## src/rtl/vshift_pkg.sv

```systemverilog
// Package: shared encodings for the variable count shift unit.
// Assumes opcodes are 5 bits wide and that the four shift opcodes are fixed.
package vshift_pkg;

    localparam int OP_W = 5;

    // Opcode values the unit responds to
    typedef enum logic [OP_W-1:0] {
        OPC_SHR  = 5'd26,
        OPC_SHRA = 5'd27,
        OPC_SHL  = 5'd28,
        OPC_ROTL = 5'd29
    } shift_opc_e;

    // Internal datapath mode after decode
    typedef enum logic [1:0] {
        MODE_RIGHT_ZERO = 2'd0,
        MODE_RIGHT_SIGN = 2'd1,
        MODE_LEFT_ZERO  = 2'd2,
        MODE_LEFT_WRAP  = 2'd3
    } shift_mode_e;

endpackage

```

## src/rtl/vshift_count_sel.sv

```systemverilog
// Module: vshift_count_sel
// Picks the effective shift count. A nonzero immediate wins. A zero immediate
// defers to the low bits of the count register.
// Assumes FIELD_W and DATA_W are both at least CNT_W wide.
module vshift_count_sel #(
    parameter int DATA_W  = 32,
    parameter int FIELD_W = 12,
    parameter int CNT_W   = 5
) (
    input  logic [FIELD_W-1:0] imm_field,
    input  logic [DATA_W-1:0]  cnt_reg,
    output logic [CNT_W-1:0]   count
);

    logic [CNT_W-1:0] imm_cnt;
    logic             unused_hi;

    assign imm_cnt   = imm_field[CNT_W-1:0];
    assign unused_hi = ^{imm_field[FIELD_W-1:CNT_W], cnt_reg[DATA_W-1:CNT_W]};

    // Choose the immediate count unless it is zero
    always_comb begin
        if (imm_cnt != '0) count = imm_cnt;
        else               count = cnt_reg[CNT_W-1:0];
    end

endmodule

```

## src/rtl/vshift_decode.sv

```systemverilog
// Module: vshift_decode
// Maps an opcode to a shift mode and flags whether it is a shift opcode.
// Assumes the fixed opcode encoding from vshift_pkg.
module vshift_decode
    import vshift_pkg::*;
(
    input  logic [OP_W-1:0] op_code,
    output shift_mode_e     mode,
    output logic            hit
);

    // Decode the opcode into a mode and a hit flag
    always_comb begin
        hit  = 1'b1;
        mode = MODE_RIGHT_ZERO;
        case (op_code)
            OPC_SHR:  mode = MODE_RIGHT_ZERO;
            OPC_SHRA: mode = MODE_RIGHT_SIGN;
            OPC_SHL:  mode = MODE_LEFT_ZERO;
            OPC_ROTL: mode = MODE_LEFT_WRAP;
            default:  hit  = 1'b0;
        endcase
    end

endmodule

```

## src/rtl/vshift_barrel.sv

```systemverilog
// Module: vshift_barrel
// Logarithmic barrel shifter. Stage k moves the word by 2**k places when
// count bit k is set. The mode selects the direction and the fill source:
// zero, the sign bit, or the bits rotated out of the top.
// Assumes DATA_W is a power of two and CNT_W equals log2(DATA_W).
module vshift_barrel
    import vshift_pkg::*;
#(
    parameter int DATA_W = 32,
    parameter int CNT_W  = $clog2(DATA_W)
) (
    input  logic [DATA_W-1:0] operand,
    input  logic [CNT_W-1:0]  count,
    input  shift_mode_e       mode,
    output logic [DATA_W-1:0] result
);

    logic [CNT_W:0][DATA_W-1:0] lvl;
    logic                       go_left;
    logic                       sign_fill;
    logic                       wrap_en;

    assign go_left   = (mode == MODE_LEFT_ZERO) || (mode == MODE_LEFT_WRAP);
    assign sign_fill = (mode == MODE_RIGHT_SIGN) & operand[DATA_W-1];
    assign wrap_en   = (mode == MODE_LEFT_WRAP);
    assign lvl[0]    = operand;

    for (genvar k = 0; k < CNT_W; k++) begin : g_stage
        localparam int SH = 1 << k;
        logic [DATA_W-1:0] right_v;
        logic [DATA_W-1:0] left_v;
        logic [SH-1:0]     low_fill;

        // Right move: new upper bits are zero or the sign copy
        assign right_v  = {{SH{sign_fill}}, lvl[k][DATA_W-1:SH]};
        // Left move: new lower bits are zero or the bits leaving the top
        assign low_fill = wrap_en ? lvl[k][DATA_W-1:DATA_W-SH] : '0;
        assign left_v   = {lvl[k][DATA_W-SH-1:0], low_fill};
        // Stage output: pass through unless this count bit is set
        assign lvl[k+1] = !count[k] ? lvl[k] : (go_left ? left_v : right_v);
    end

    assign result = lvl[CNT_W];

endmodule

```

## src/rtl/var_shift_unit.sv

```systemverilog
// Module: var_shift_unit (top)
// Combinational shift unit for four shift opcodes. It selects the count,
// decodes the mode, runs the barrel shifter and zeroes the result for any
// opcode that is not a shift.
// Assumes DATA_W is a power of two and FIELD_W >= log2(DATA_W).
module var_shift_unit #(
    parameter int DATA_W  = 32,
    parameter int FIELD_W = 12
) (
    input  logic [4:0]         op_code,
    input  logic [FIELD_W-1:0] imm_field,
    input  logic [DATA_W-1:0]  src_val,
    input  logic [DATA_W-1:0]  cnt_reg,
    output logic [DATA_W-1:0]  shift_res,
    output logic               res_ok
);

    localparam int CNT_W = $clog2(DATA_W);

    logic [CNT_W-1:0]          eff_cnt;
    vshift_pkg::shift_mode_e   mode;
    logic                      is_shift;
    logic [DATA_W-1:0]         raw_res;

    vshift_count_sel #(
        .DATA_W  (DATA_W),
        .FIELD_W (FIELD_W),
        .CNT_W   (CNT_W)
    ) u_cnt (
        .imm_field (imm_field),
        .cnt_reg   (cnt_reg),
        .count     (eff_cnt)
    );

    vshift_decode u_dec (
        .op_code (op_code),
        .mode    (mode),
        .hit     (is_shift)
    );

    vshift_barrel #(
        .DATA_W (DATA_W),
        .CNT_W  (CNT_W)
    ) u_bar (
        .operand (src_val),
        .count   (eff_cnt),
        .mode    (mode),
        .result  (raw_res)
    );

    // Gate the result so that non-shift opcodes drive zero
    always_comb begin
        res_ok    = is_shift;
        shift_res = is_shift ? raw_res : '0;
    end

endmodule

```

## config.mk

```make
export PLATFORM = sky130hd
export DESIGN_NAME = var_shift_unit
export DESIGN_NICKNAME = d
export VERILOG_FILES = /design/src/rtl/vshift_pkg.sv /design/src/rtl/vshift_count_sel.sv /design/src/rtl/vshift_decode.sv /design/src/rtl/vshift_barrel.sv /design/src/rtl/var_shift_unit.sv
export SDC_FILE = /design/constraint.sdc
export NUM_CORES = 1
export LEC_CHECK = 0
export BUFFER_PORTS_ARGS = -buffer_cell sky130_fd_sc_hd__buf_2
export CAP_MARGIN = 20
export CELL_PAD_IN_SITES_DETAIL_PLACEMENT = 1
export CELL_PAD_IN_SITES_GLOBAL_PLACEMENT = 1
export CORE_ASPECT_RATIO = 2
export CORE_MARGIN = 4
export CORE_UTILIZATION = 42
export DETAILED_ROUTE_END_ITERATION = 7
export PLACE_DENSITY = 0.95
export REMOVE_ABC_BUFFERS = 1
export SLEW_MARGIN = 20
export SYNTH_ARGS = -nofsm -noshare
export SYNTH_HDL_FRONTEND = slang
export SYNTH_SLANG_ARGS = --single-unit
```

## constraint.sdc

```tcl
create_clock -name vclk -period 4.2
set_input_delay 0.42 -clock vclk [all_inputs]
set_output_delay 0.42 -clock vclk [all_outputs]
set_load 0.01 [all_outputs]
```

==> results of run 1 <==
==> final cells by class <==
class,instances,area [um2]
fillers,1447,5420
multi-input cells,656,4230
repair buffers,123,761
well taps,137,171
inverters,7,26.3
==> critical path: cells and delay by family <==
family / cells / cell delay (ns)
mux: 1 / 0.43
buf+inv: 2 / 0.27
simple gates: 2 / 0.97
compound gates: 5 / 1.72
==> how the worst min path moves through the flow <==
stage                  end  cells past startpoint
floorplan           res_ok                      2
global placement    res_ok                      4
detailed placement  res_ok                      4
CTS                 res_ok                      4
global route        res_ok                      4
finish              res_ok                      4
==> per-layer routing <==
layer	up-vias	wire length [um]	GRT usage (%)
li1	3050	-	-
met1	3424	9030	50.4
met2	895	12800	70.9
met3	354	3910	15.7
met4	0	3540	37.2
met5	-	0	0
==> through the flow <==
step | hold slack, ns | TNS (ns)
after floorplan | 1.01 | -23.83
after global placement | 1.28 | 0
after detailed placement | 1.31 | 0
after CTS | 1.31 | 0
after global routing | 1.36 | 0
final | 1.32 | -0.0526
==> power by group <==
part,internal (mW),total [mW],leakage (nW),switching (mW)
clock network,0,0,0,0
logic,0.221,0.698,1.91,0.477
registers,0,0,0,0
==> kinds of logic after synthesis <==
| kind of cell | Yosys count | share of synthesized area, % |
|---|---|---|
| compound gates | 382 | 58.8 |
| simple gates | 227 | 21.7 |
| buf+inv | 81 | 8.21 |
| mux | 45 | 10.8 |
| xor+xnor | 2 | 0.383 |
==> cell usage after synthesis, drive strengths merged (3+ instances only) <==
library cell	number
o22ai	22
o21bai	4
a22oi	9
o311ai	6
nand2	89
inv	7
a221oi	14
a311oi	3
o21a	4
nor3	9
nor2b	3
a31oi	12
o221a	3
or2	3
a21oi	55
o31ai	10
a21boi	3
and2	8
a211o	7
o2111ai	5
a211oi	50
a2bb2oi	3
a32o	4
o211ai	35
o211a	6
or3	5
nand3	13
nor2	83
buf	35
o221ai	17
mux2	16
a221o	5
o22a	3
clkbuf	39
mux2i	27
a32oi	5
a21o	5
o21ai	72
a31o	9
nand2b	5
==> cells in the final DEF (no fill, tap or decap), types with 8 or more instances in the layout <==
master / instances
nand2_1: 88
nor2_1: 83
buf_2: 80
o21ai_0: 64
a21oi_1: 54
a211oi_1: 49
buf_4: 40
o211ai_1: 35
mux2i_1: 27
o22ai_1: 22
o221ai_1: 17
mux2_2: 15
a221oi_1: 14
nand3_1: 13
o31ai_1: 10
a31oi_1: 9
a31o_2: 9
a22oi_1: 9
and2_1: 8
==> flow_metrics.env, run 1 <==
export IMPL_cp_cell_sequence="buf_2 > and4b_4 > mux2_1 > o21ai_0 > nand2_1 > a31o_2 > o21ai_0 > a21boi_0 > a211o_1 > buf_2"
export IMPL_vias=7723
export IMPL_utilization_pct=48.9
export IMPL_ys_top_cells_by_area="a211oi_1 8.1%, nand2_1 7.2%, o21ai_0 7.0%, nor2_1 6.8%, a21oi_1 5.9%"
export IMPL_drv_cap=0
export IMPL_required_ns=3.78
export IMPL_post_cts_resize_count=0
export IMPL_power_density_nw_per_um2=135
export IMPL_gp_congestion=1.17
export IMPL_routedWlPerCell_um=31.7
export IMPL_drv_slew=0
export IMPL_port_buffers=80
export IMPL_dieHeight_um=156
export IMPL_drc=0
export IMPL_syn_inst=737
export IMPL_cpMaxStageDelayCell="and4b_4"
export IMPL_endpoint="shift_res[11]"
export IMPL_period_share_pct=101
export IMPL_worstHoldPathType="primary input to primary output"
export IMPL_grt_pass1_wl_um=45200
export IMPL_cp_max_fo=44
export IMPL_p_total_uw=698
export IMPL_dpl_cell_area_um2=5190
export IMPL_hold_buffers=0
export IMPL_flops_and_latches=0
export IMPL_drt_initial_drc_count=1680
export IMPL_antenna_found_initial=0
export IMPL_ir_drop_uv=87.5
export IMPL_coreArea_um2=10600
export IMPL_worstMarginPinSlew_ns=0.951
export IMPL_slew_headroom_pct=36.3
export IMPL_synth_top_area_share_pct=8.05
export IMPL_routed_wl_um=29200
export IMPL_grt_usage_pct=46.3
export IMPL_path_class="primary input to primary output"
export IMPL_drt_pass1_iterations=8
export IMPL_overflow=0
export IMPL_design_area_um2=5190
export IMPL_period_needed_ns=4.25
export IMPL_synth_cell_types=70
export IMPL_fmax_ghz=0.235
export IMPL_synth_top_area_cell="a211oi_1"
export IMPL_antenna_diode_count=0
export IMPL_ff_latch_area_um2=0
export IMPL_area_delta_synth_final_pct=13.6
export IMPL_critical_path_max_stage_delay_ns=0.84
export IMPL_post_cts_setup_buffer_count=0
export IMPL_start_kind="primary input"
export IMPL_boundaryPins=114
export IMPL_min_from="op_code[4]"
export IMPL_crit_path_end_kind="primary output"
export IMPL_via_per_inst=8.37
export IMPL_setup_violations_final=1
export IMPL_initial_core_util_pct=43.1
export IMPL_die_x_um=81.8
export IMPL_status="finished with violations"
export IMPL_leakage_nw=1.91
export IMPL_drive_above_1_share_pct=21.1
export IMPL_rsz0062_at_grt="false"
export IMPL_synth_area_um2=4570
export IMPL_layout_nets=869
export IMPL_final_hold_viol_count=0
export IMPL_detail_route_antenna_nets=0
export IMPL_grt_max_degree=67
export IMPL_yosysSeqAreaShare_pct=0
export IMPL_numPlacedInstances=923
export IMPL_hpwl_um=21600
export IMPL_num_rows=53
export IMPL_place_ws_ns=0.230
export IMPL_startpoint="op_code[1]"
export IMPL_violations="setup timing"
export IMPL_setup_slack_ns=-0.0526
export IMPL_synth_area_per_cell_um2=6.20
export IMPL_fin_cells=923
export IMPL_clock_buffers=0
export IMPL_grt_pass1_vias=7854
export IMPL_ys_warn_count=0
export IMPL_arrival_ns=3.83
export IMPL_die_area_um2=12700
Note: power is estimated with default switching activity, not from simulation.
==> inputs of run 2 (changes only) <==
--- a/config.mk
+++ b/config.mk
@@ -13,8 +13,10 @@
 export CORE_MARGIN = 4
 export CORE_UTILIZATION = 42
 export DETAILED_ROUTE_END_ITERATION = 7
+export MAX_ROUTING_LAYER = met4
 export PLACE_DENSITY = 0.95
 export REMOVE_ABC_BUFFERS = 1
+export SETUP_SLACK_MARGIN = 0.15
 export SLEW_MARGIN = 20
 export SYNTH_ARGS = -nofsm -noshare
 export SYNTH_HDL_FRONTEND = slang
==> flow_metrics.env, run 2 (synthesized netlist as in run 1, its figures left out) <==
export IMPL_rsz0062_at_grt="false"
export IMPL_ff_latch_area_um2=0
export IMPL_die_x_um=81.8
export IMPL_design_area_um2=5210
export IMPL_drv_slew=0
export IMPL_initial_core_util_pct=43.1
export IMPL_antenna_found_initial=0
export IMPL_num_rows=53
export IMPL_antenna_diode_count=0
export IMPL_period_share_pct=95.5
export IMPL_start_kind="primary input"
export IMPL_arrival_ns=3.59
export IMPL_period_needed_ns=4.01
export IMPL_final_hold_viol_count=0
export IMPL_seqPwrFrac_pct=0
export IMPL_hpwl_um=21700
export IMPL_ir_drop_uv=57.6
export IMPL_endpoint="shift_res[18]"
export IMPL_worstHoldPathType="primary input to primary output"
export IMPL_fmax_ghz=0.249
export IMPL_p_sw_share_pct=68.5
export IMPL_whs_path_depth=3
export IMPL_vias=7851
export IMPL_area_delta_synth_final_pct=14.1
export IMPL_routed_wl_um=29800
export IMPL_worstMarginPinSlew_ns=0.975
export IMPL_routedWlPerCell_um=32.2
export IMPL_flops_and_latches=0
export IMPL_final_common_cell="nand2_1"
export IMPL_internal_power_uw=222
export IMPL_dpl_cell_area_um2=5200
export IMPL_drv_cap=0
export IMPL_grt_max_degree=67
export IMPL_drive_above_1_share_pct=21.4
export IMPL_grt_usage_pct=47.1
export IMPL_startpoint="imm_field[4]"
export IMPL_power_density_nw_per_um2=135
export IMPL_clkPwrFrac_pct=0
export IMPL_drt_pass1_iterations=8
export IMPL_path_class="primary input to primary output"
export IMPL_port_buffers=80
export IMPL_layout_nets=871
export IMPL_drt_initial_drc_count=1554
export IMPL_grt_pass1_vias=7686
export IMPL_final_cell_mix="88 x nand2_1, 82 x nor2_1, 80 x buf_2"
export IMPL_post_cts_setup_buffer_count=0
export IMPL_required_ns=3.78
export IMPL_drc=9
export IMPL_slew_headroom_pct=35.0
export IMPL_via_per_inst=8.49
export IMPL_dieHeight_um=156
export IMPL_clock_buffers=0
export IMPL_leakage_nw=1.92
export IMPL_combPwrFrac_pct=100.0
export IMPL_grt_pass1_wl_um=44400
export IMPL_violations="DRC"
export IMPL_status="finished with violations"
export IMPL_gp_congestion=1.21
export IMPL_overflow=0
export IMPL_p_total_uw=705
export IMPL_setup_violations_final=0
export IMPL_cp_max_fo=21
export IMPL_boundaryPins=114
export IMPL_crit_path_end_kind="primary output"
export IMPL_coreArea_um2=10600
export IMPL_detail_route_antenna_nets=0
export IMPL_netSwitchingPower_uw=482
export IMPL_die_area_um2=12700
## run 2: cell types whose count changed in the layout (fill, tap and decap cells not counted)
cell and change:
nor2_1 -1, and4b_2 +1, buf_4 +1, nor2_2 +1
## run 2: power groups by stage
stage / Combinational [mW] / Clock, mW / Sequential, mW
floorplan: 0.376 / 0 / 0
global placement: 0.608 / 0 / 0
detailed placement: 0.643 / 0 / 0
CTS: 0.645 / 0 / 0
global route: 0.725 / 0 / 0
finish: 0.705 / 0 / 0
## run 2: how the worst min path moves through the flow
stage / startpoint / end
3_5_place_dp: op_code[4] / res_ok
4_1_cts: op_code[4] / res_ok
6_report: op_code[0] / shift_res[1]
2_1_floorplan: op_code[4] / res_ok
3_3_place_gp: op_code[4] / res_ok
5_1_grt: op_code[4] / res_ok
## run 2: layout make-up
| class | instances | area (um2) |
|---|---|---|
| Timing Repair Buffer | 124 | 768 |
| Tap cell | 137 | 171 |
| Multi-Input combinational cell | 657 | 4250 |
| Inverter | 7 | 26.3 |
| Fill cell | 1477 | 5400 |
## run 2: stage by stage
step	util [%]	hold slack, ns	TNS, ns	instances	setup WS (ns)
after CTS	49.0	1.31	0	924	0.271
after floorplan	-	1.01	-23.83	663	-0.939
after global routing	49.1	1.40	0	925	0.179
after global placement	49.0	1.29	0	924	0.439
final	49.1	1.37	0	925	0.188
after detailed placement	49.0	1.31	0	924	0.273
## run 2: worst max-delay path, stage by stage
cell,delay [ns]
buf_2,0.13
nor2_1,0.20
buf_4,0.21
a31o_2,0.53
buf_4,0.38
a211oi_1,0.13
a221oi_1,0.86
or2_2,0.26
a21oi_1,0.07
o21ai_0,0.11
o21ai_0,0.11
buf_2,0.16
## run 2: metal layers
metal | up-vias | share of wire (%) | GRT usage [%] | wire, um
met5 | - | 0 | - | 0
met4 | 0 | 13 | 38.4 | 3770
met3 | 381 | 13 | 11.6 | 3840
met2 | 929 | 43 | 70.7 | 12900
met1 | 3489 | 31 | 51.1 | 9310
li1 | 3052 | - | - | -
## run 2: repair_timing
action | CTS | global route
hold buffers | 0 | 0
endpoints found under the hold margin | 0 | 0
resized for setup | 0 | 1
endpoints found under the setup margin | 0 | 8
==> inputs of run 3 (changes only) <==
--- a/config.mk
+++ b/config.mk
@@ -14,7 +14,7 @@
 export CORE_UTILIZATION = 42
 export DETAILED_ROUTE_END_ITERATION = 7
 export MAX_ROUTING_LAYER = met4
-export PLACE_DENSITY = 0.95
+export PLACE_DENSITY_LB_ADDON = 0.1
 export REMOVE_ABC_BUFFERS = 1
 export SETUP_SLACK_MARGIN = 0.15
 export SLEW_MARGIN = 20
==> flow_metrics.env, run 3 (synthesized netlist as in run 1, its figures left out) <==
export IMPL_cpMaxStageDelayCell="a221oi_1"
export IMPL_drive_above_1_share_pct=21.6
export IMPL_via_per_inst=7.95
export IMPL_dieHeight_um=156
export IMPL_antenna_diode_count=0
export IMPL_period_share_pct=90.8
export IMPL_leakage_nw=1.93
export IMPL_start_kind="primary input"
export IMPL_cp_max_fo=17
export IMPL_slew_headroom_pct=43.4
export IMPL_fmax_ghz=0.262
export IMPL_rsz0062_at_grt="false"
export IMPL_routedWlPerCell_um=30.7
export IMPL_ir_drop_uv=94.1
export IMPL_gp_congestion=1.05
export IMPL_critical_path_max_stage_delay_ns=0.64
export IMPL_coreArea_um2=10600
export IMPL_critPathTopFamily="compound AO/OA/AOI/OAI gates"
export IMPL_setup_violations_final=0
export IMPL_vias=7368
export IMPL_worstHoldPathType="primary input to primary output"
export IMPL_antenna_found_initial=0
export IMPL_post_cts_setup_buffer_count=0
export IMPL_grt_pass1_wl_um=42900
export IMPL_drt_initial_drc_count=938
export IMPL_multiInputGateArea_um2=4250
export IMPL_overflow=0
export IMPL_crit_path_end_kind="primary output"
export IMPL_area_delta_synth_final_pct=14.4
export IMPL_die_area_um2=12700
export IMPL_ff_latch_area_um2=0
export IMPL_crit_buf_inv=2
export IMPL_drc=0
export IMPL_final_common_cell="nand2_1"
export IMPL_boundaryPins=114
export IMPL_initial_core_util_pct=43.1
export IMPL_layout_nets=873
export IMPL_die_x_um=81.8
export IMPL_routed_wl_um=28500
export IMPL_hpwl_um=22000
export IMPL_numPlacedInstances=926
export IMPL_grt_usage_pct=45.1
export IMPL_dpl_cell_area_um2=5220
export IMPL_cp_cell_sequence="buf_2 > nor2_1 > a31oi_4 > nor2_1 > a221oi_1 > or2_2 > a21oi_1 > o311ai_1 > o21ai_1 > buf_2"
export IMPL_detail_route_antenna_nets=0
export IMPL_status="finished clean"
export IMPL_worstMarginPinSlew_ns=0.846
export IMPL_fillers=1498
export IMPL_power_density_nw_per_um2=131
export IMPL_drt_pass1_iterations=6
export IMPL_final_hold_viol_count=0
export IMPL_fin_cells=927
export IMPL_path_class="primary input to primary output"
export IMPL_clock_buffers=0
export IMPL_drv_cap=0
export IMPL_drv_slew=0
export IMPL_num_rows=53
export IMPL_final_cell_mix="88 x nand2_1, 82 x nor2_1, 80 x buf_2"
export IMPL_grt_pass1_vias=7256
export IMPL_port_buffers=80
export IMPL_period_needed_ns=3.81
export IMPL_p_total_uw=683
export IMPL_arrival_ns=3.39
export IMPL_grt_max_degree=67
export IMPL_required_ns=3.78
export IMPL_design_area_um2=5230
export IMPL_flops_and_latches=0
## run 3: per-layer routing
metal / GRT usage [%] / part of all wire (%) / wire length (um) / vias to the layer above
li1: - / - / - / 3060
met1: 50.5 / 34 / 9800 / 3447
met2: 68.2 / 45 / 12800 / 622
met3: 7.01 / 9.2 / 2610 / 239
met4: 37.3 / 11 / 3260 / 0
met5: - / 0 / 0 / -
## run 3: path summary, 6_finish.rpt
check	start	endpoint	slack [ns]	cells after the start
worst max-delay path	imm_field[0]	shift_res[2]	0.39	10
worst min-delay path	op_code[4]	res_ok	1.35	4
## run 3: power by group
part | leakage, nW | internal (mW) | switching (mW)
sequential | 0 | 0 | 0
combinational | 1.93 | 0.225 | 0.458
clock | 0 | 0 | 0
## run 3: repair_timing
action                                  in CTS  in global routing
hold buffers                                 0                  0
endpoints found under the setup margin       0                  3
gates resized for setup                      0                  1
## run 3: cell type report
| class | instances | share of cell area [%] |
|---|---|---|
| well taps | 137 | 3.28 |
| repair buffers | 126 | 15.0 |
| inverters | 7 | 0.503 |
| multi-input cells | 657 | 81.2 |
## run 3: metrics by stage
stage / setup TNS (ns) / util [%] / hold WS, ns / setup slack (ns)
6_report: 0 / 49.3 / 1.35 / 0.388
5_1_grt: 0 / 49.3 / 1.37 / 0.238
4_1_cts: 0 / 49.2 / 1.30 / 0.375
3_5_place_dp: 0 / 49.2 / 1.30 / 0.393
3_3_place_gp: 0 / 49.2 / 1.26 / 0.398
2_1_floorplan: -23.83 / - / 1.01 / -0.939
